===== src/rtl/shl_pkg.sv =====
package shl_pkg;

  typedef struct packed {
    logic rise;
    logic fall;
  } edge_t;

  function automatic edge_t detect_edge(input logic prev, input logic cur);
    edge_t e;
    e.rise = ~prev & cur;
    e.fall = prev & ~cur;
    return e;
  endfunction

endpackage


===== src/rtl/shl_sync_edge.sv =====
module shl_sync_edge #(
  parameter int   STAGES = 2,
  parameter logic INIT   = 1'b1
) (
  input  logic           clk,
  input  logic           rst_n,
  input  logic           async_in,
  output shl_pkg::edge_t evt
);
  localparam int TOP = STAGES - 1;

  logic [STAGES-1:0] chain;
  logic              prev;

  always_ff @(posedge clk or negedge rst_n) begin
    if (!rst_n) begin
      chain <= {STAGES{INIT}};
      prev  <= INIT;
    end else begin
      chain <= {chain[STAGES-2:0], async_in};
      prev  <= chain[TOP];
    end
  end

  assign evt = shl_pkg::detect_edge(prev, chain[TOP]);
endmodule


===== src/rtl/shl_io_shift.sv =====
module shl_io_shift #(
  parameter int W = 8
) (
  input  logic         clk,
  input  logic         rst_n,
  input  logic         capture,
  input  logic         shift_rise,
  input  logic         shift_fall,
  input  logic         sdi,
  input  logic [W-1:0] par_in,
  output logic [W-1:0] io_reg,
  output logic         sdo_q
);
  localparam int MSB = W - 1;

  function automatic logic [W-1:0] shift_in(input logic [W-1:0] r, input logic b);
    return {r[W-2:0], b};
  endfunction

  always_ff @(posedge clk or negedge rst_n) begin
    if (!rst_n) begin
      io_reg <= '0;
      sdo_q  <= 1'b0;
    end else if (capture) begin
      io_reg <= par_in;
      sdo_q  <= par_in[MSB];
    end else begin
      if (shift_rise) io_reg <= shift_in(io_reg, sdi);
      if (shift_fall) sdo_q  <= io_reg[MSB];
    end
  end
endmodule


===== src/rtl/shl_out_latch.sv =====
module shl_out_latch #(
  parameter int W = 8
) (
  input  logic         clk,
  input  logic         rst_n,
  input  logic         load,
  input  logic [W-1:0] din,
  input  logic         oe,
  output logic [W-1:0] drv_out,
  output logic [W-1:0] drv_en
);
  logic [W-1:0] held;

  always_ff @(posedge clk or negedge rst_n) begin
    if (!rst_n)    held <= '0;
    else if (load) held <= din;
  end

  assign drv_out = held;

  for (genvar i = 0; i < W; i++) begin : g_en
    assign drv_en[i] = oe;
  end
endmodule


===== src/rtl/shiftlatch_top.sv =====
module shiftlatch_top #(
  parameter int W           = 8,
  parameter int SYNC_STAGES = 2
) (
  input  logic         clk,
  input  logic         rst_n,
  input  logic         cs_n,
  input  logic         sck,
  input  logic         sdi,
  input  logic [W-1:0] par_in,
  input  logic         oe,
  output logic         sdo,
  output logic         sdo_en,
  output logic [W-1:0] drv_out,
  output logic [W-1:0] drv_en
);
  shl_pkg::edge_t cs_evt;
  shl_pkg::edge_t sck_evt;

  // named internal events
  logic         cs_fall;
  logic         cs_rise;
  logic         selected;
  logic         sck_rise_sel;
  logic         sck_fall_sel;
  logic [W-1:0] io_reg;
  logic         sdo_q;

  shl_sync_edge #(.STAGES(SYNC_STAGES), .INIT(1'b1)) cs_sync_i (
    .clk(clk), .rst_n(rst_n), .async_in(cs_n), .evt(cs_evt)
  );

  shl_sync_edge #(.STAGES(SYNC_STAGES), .INIT(1'b0)) sck_sync_i (
    .clk(clk), .rst_n(rst_n), .async_in(sck), .evt(sck_evt)
  );

  assign cs_fall = cs_evt.fall;
  assign cs_rise = cs_evt.rise;

  always_ff @(posedge clk or negedge rst_n) begin
    if (!rst_n)       selected <= 1'b0;
    else if (cs_fall) selected <= 1'b1;
    else if (cs_rise) selected <= 1'b0;
  end

  assign sck_rise_sel = sck_evt.rise & selected;
  assign sck_fall_sel = sck_evt.fall & selected;

  shl_io_shift #(.W(W)) shift_i (
    .clk(clk), .rst_n(rst_n),
    .capture(cs_fall), .shift_rise(sck_rise_sel), .shift_fall(sck_fall_sel),
    .sdi(sdi), .par_in(par_in), .io_reg(io_reg), .sdo_q(sdo_q)
  );

  shl_out_latch #(.W(W)) latch_i (
    .clk(clk), .rst_n(rst_n), .load(cs_rise), .din(io_reg), .oe(oe),
    .drv_out(drv_out), .drv_en(drv_en)
  );

  assign sdo_en = selected;
  assign sdo    = selected & sdo_q;
endmodule


===== config.mk =====
export PLATFORM = sky130hd
export DESIGN_NAME = shiftlatch_top
export DESIGN_NICKNAME = d
export VERILOG_FILES = /design/src/rtl/shl_pkg.sv /design/src/rtl/shl_sync_edge.sv /design/src/rtl/shl_io_shift.sv /design/src/rtl/shl_out_latch.sv /design/src/rtl/shiftlatch_top.sv
export SDC_FILE = /design/constraint.sdc
export NUM_CORES = 1
export LEC_CHECK = 0
export ABC_AREA = 1
export BUFFER_PORTS_ARGS = -buffer_cell sky130_fd_sc_hd__buf_4
export CAP_MARGIN = 10
export CORE_UTILIZATION = 25
export CTS_CLUSTER_DIAMETER = 50
export CTS_CLUSTER_SIZE = 12
export DETAILED_ROUTE_END_ITERATION = 10
export PLACE_DENSITY = 0.4
export SYNTH_ARGS = -nofsm -noshare
export SYNTH_HDL_FRONTEND = slang
export SYNTH_SLANG_ARGS = --single-unit
export TNS_END_PERCENT = 1

===== constraint.sdc =====
create_clock -name clk -period 1.4 [get_ports clk]
set_input_delay 0.28 -clock clk [delete_from_list [all_inputs] [get_ports clk]]
set_output_delay 0.28 -clock clk [all_outputs]
set_load 0.01 [all_outputs]

# Word-level counts from Yosys, hierarchy flattened

Index checks and enable logic that the tools add are counted.

Bitwise gates (word level): 11
Multiplexer cells: 6
Reduce and logical (&&, ||, !) cells: 3

Operator list:

| operator          | count |
|---|---|
| $mux 8            | 2 |
| $and 1x1->1       | 7 |
| $reduce_bool 2->1 | 3 |
| $mux 1            | 4 |
| $not 1->1         | 4 |

Input bits: 14
Register bits: 24
Logic and storage cells: 28
Output and inout port bits: 18

# Depth between registers and ports, before layout

Depth in word-level cells: 5
Gate-level depth with buffers: 7
Mapped depth without buffers: 7

# By module

Synthesis repeated with hierarchy kept, for this count alone.

Cell total of the unflattened synthesis: 116
Area total of the unflattened synthesis: 1033.5 um^2

By module, submodules not included:

| module                     | times used | sequential area each (um^2) | cells each | area each (um^2) |
|---|---|---|---|---|
| shl_io_shift               | 1          | 225.2                       | 49         | 421.7 |
| shl_out_latch              | 1          | 200.2                       | 42         | 365.4 |
| shl_sync_edge (cs_sync_i)  | 1          | 78.8                        | 7          | 93.8 |
| shl_sync_edge (sck_sync_i) | 1          | 75.1                        | 7          | 90.1 |
| shiftlatch_top             | 1          | 25.0                        | 11         | 62.6 |

# Worst setup path before layout

OpenSTA, ideal clock, no wires.

Kind: flip-flop to flip-flop
Start: reg cs_sync_i.chain[1]
End: reg shift_i.io_reg[0]
Arrival time: 1.213 ns
Setup time: 0.065 ns
Required time: 1.335 ns
Clock period less this slack: 1.278 ns
Buffers on the path: 1
Path slack: 0.122 ns
Cell stages (with the launch flop): 7
Cell sequence: dfstp_2 > inv_1 > ha_1 > buf_6 > o21ai_0 > nand2_1 > nand2_1

Longest elaborated chain between the ends: 3
Elaborated cells between the ends (all ways): 4
Classes of those cells: 1 x mux; 2 x bitwise; 1 x reduce/logical

RTL lines:

| element                                     | RTL line            | source |
|---|---|---|
| from (decl)                                 | shl_sync_edge.sv:12 | `logic [STAGES-1:0] chain;` |
| from (signal assigned)                      | shl_sync_edge.sv:17 | `chain <= {STAGES{INIT}};` |
| from (signal assigned)                      | shl_sync_edge.sv:20 | `chain <= {chain[STAGES-2:0], async_in};` |
| $not 1->1 *                                 | shl_pkg.sv:11       | `e.fall = prev & ~cur;` |
| $and 1x1->1 *                               | shl_pkg.sv:11       |  |
| $mux 8 or $reduce_bool 2->1 (tied branches) | --                  |  |
| to (signal assigned)                        | shl_io_shift.sv:25  | `io_reg <= par_in;` |
| to (signal assigned)                        | shl_io_shift.sv:28  | `if (shift_rise) io_reg <= shift_in(io_reg, sdi);` |
| to (decl)                                   | shl_io_shift.sv:11  | `output logic [W-1:0] io_reg,` |

Mark *: on every way between the ends. The rest lies on a longest branch, timed or not.
A chain may end at the register's enable or synchronous reset.

# Worst setup path after layout

Start: reg cs_sync_i.chain[1]
End: reg shift_i.io_reg[1]

Longest elaborated chain between the ends: 3
Elaborated cells between the ends (all ways): 4
Classes of those cells: 1 x mux; 2 x bitwise; 1 x reduce/logical

RTL lines:

| element                                     | RTL line          | source |
|---|---|---|
| $not 1->1 *                                 | shl_pkg.sv:11     |  |
| $and 1x1->1 *                               | shl_pkg.sv:11     |  |
| named net shift_i.capture                   | shl_io_shift.sv:6 | `input logic capture,` |
| $mux 8 or $reduce_bool 2->1 (tied branches) | --                |  |

Mark *: on every way through the listed nets, which the timed path passes. The rest lies on a longest branch.

==> run summary <==
Ant. Diodes: 0
Final setup viols: 0
Switching Power: 0.488 mW
Synth Cell Area: 1120 sq um
fill cell count: 444
max-cap violations: 0
CTS Buffer Depth: 2
share of layout cells above drive strength 1: 30.8%
Clock Power Share: 32.4%
Nets: 164
Max Clk Rate: 0.773 GHz
WL met1: 1020 um
largest net degree at the start of global routing: 25
area share of the largest cell type after synthesis: 46.9%
Seq/Total Area, Yosys: 54.0%
Sw Share: 26.1%
fin. max-slew vios: 0
setup slack at placement: 69.3 ps
top cells by area, synth: dfrtp_1 (47%), nand2_1 (10%), dfstp_2 (7.0%)
Clock Latency Late Sink: 270 ps
final hold vios: 0
post-synthesis cell type count: 16
vias in the first global route: 838
total CTS buffers: 3
Final ANT Viol Nets: 0
period utilization: 92.4%
CP Max Fanout: 8
IO Pins: 32
Initial Util: 27.0%
Critical Path End Type: flip-flop
DR iter-0 viols: 42
Die Ht: 68.9 um
worst rel slew slack: 78.7%
TNS Setup: 0 ps
crit path DAT: 1450 ps
worst hold slack: 118 ps
PD cells: 1320 nW/um^2
Startpoint Class: flip-flop
antenna violations before repair: 0
Synth Warn #: 0
area occupied by multi-input gates: 367 sq um
most common cell after layout, fill and taps aside: nand2_1
Root Driver: clkbuf_8
fin crit period: 1290 ps
clk sink count: 24
P_leak: 0.719 nW
H-Tree Depth: 1
metal3 WL: 90 um
IO buf count: 22
gr ovfl total: 0
area leader, netlist: dfrtp_1
Max Used Layer: met4
fin util: 34.1%
clk slew on worst S/H paths: 80 ps
Comb pwr share: 20.6%
Post-DP HPWL: 1560 um
Max VDD drop: 0.000446 V
final worst slack: 107 ps
DR pass1 iterations: 3
Power Internal: 1.38 mW
Mapped Avg Cell Area: 9.10 sq um
Routed WL: 2190 um
GPL Wtd Cong: 0.791
vias per cell: 4.06
global-route wire length before repair: 3750 um
Setup CP Type: flip-flop to flip-flop
DR vias: 796
Die X-Extent: 68.9 um
syn_nets: 140
most frequent cells in the layout: nand2_1 (31), buf_4 (28), dfrtp_1 (21)
CTS tree: yes
Cells after Synth: 123
routed wl met2: 1050 um
clk_skew: 7.45 ps
critical path required time: 1560 ps
status: completed
layout overhead on the synthesized area: 26.1%
Core Footprint: 4140 sq um
GRT Total Usage: 11.1%
Die ar.: 4750 sq um
register area: 604 sq um
Rows: 23
#FFs+latches synth: 24
Slew @ Worst Pin: 320 ps
RSZ-0062 raised after global routing: no
WL/cell: 11.2 um
Hold Crit Class: primary input to flip-flop
sequential power share: 47.0%
number of remaining DRC errors: 0
[worst max-delay path, cell delays in order, from the launching register on]
cell,delay [ps]
dfstp_2,540
inv_1,50
ha_1,200
inv_2,90
buf_12,110
nand2_4,80
nand2_1,70
nand2_1,40
[what timing repair did]
item	4_1_cts	5_1_grt
hold endpoints to repair	21	0
endpoints found under the setup margin	0	9
resized for setup	0	7
buffers inserted	0	1
hold buffers	1	0
[logic make-up after synthesis]
logic type	after synthesis	synth area share, %
and+or+nand+nor	52	20.9
buffers and inverters	27	13.5
DFF	24	54.0
AOI/OAI and AO/OA	17	8.27
adders and majority gates	3	3.35
[power groups by stage]
| stage | sequential, mW | combinational [mW] | clock (mW) |
|---|---|---|---|
| after floorplan | 0.905 | 0.208 | 0 |
| after global placement | 0.890 | 0.381 | 0 |
| after detailed placement | 0.894 | 0.379 | 0 |
| after CTS | 0.881 | 0.383 | 0.633 |
| after global routing | 0.897 | 0.446 | 0.654 |
| final | 0.879 | 0.385 | 0.606 |
[path summary, 6_finish.rpt]
| kind | startpoint | to | slack [ps] | cells after the start |
|---|---|---|---|---|
| hold reg to reg | sck_sync_i.chain[0]$_DFF_PN0_ | sck_sync_i.chain[1]$_DFF_PN0_ | 350 | 0 |
| hold / removal | cs_n | cs_sync_i.chain[0]$_DFF_PN1_ | 120 | 1 |
| setup reg to reg | cs_sync_i.chain[1]$_DFF_PN1_ | shift_i.io_reg[1]$_DFFE_PN0P_ | 110 | 7 |
| max in group asynchronous | rst_n | cs_sync_i.prev$_DFF_PN1_ | 650 | 2 |
| setup / recovery | cs_sync_i.chain[1]$_DFF_PN1_ | shift_i.io_reg[1]$_DFFE_PN0P_ | 110 | 7 |
| min in group asynchronous | rst_n | shift_i.io_reg[0]$_DFFE_PN0P_ | 450 | 2 |
[stage by stage]
stage / std cells / total power [mW] / area [sq um]
2_1_floorplan: 123 / 1.11 / 1120
3_3_place_gp: 189 / 1.27 / 1310
3_5_place_dp: 189 / 1.27 / 1310
4_1_cts: 194 / 1.90 / 1390
5_1_grt: 196 / 2.00 / 1410
6_report: 196 / 1.87 / 1410
[cells in the mapped netlist]
cell type  number
dfstp_2         3
buf_6           2
nand3_1        10
a21oi_1         7
nand2_2         2
nand2_4         1
o21ai_0         8
buf_4           9
ha_1            3
nand3_4         1
o21ai_2         2
inv_1          15
nand2_1        31
nor2_1          7
clkbuf_2        1
dfrtp_1        21
[final cells by class]
class | instances | share of cell area (%)
Clock inverter | 1 | 2.13
Tap cell | 50 | 4.43
Multi-Input combinational cell | 72 | 26.0
Inverter | 15 | 3.99
Sequential cell | 24 | 42.8
Clock buffer | 3 | 2.92
Timing Repair Buffer | 31 | 17.8
[per-layer routing]
metal,vias to the layer above,GRT usage (%)
met4,0,6.89
met1,362,13.3
met3,4,2.14
met5,-,0
met2,11,18.2
li1,419,-
No activity file was read; power rests on OpenSTA's default activity.
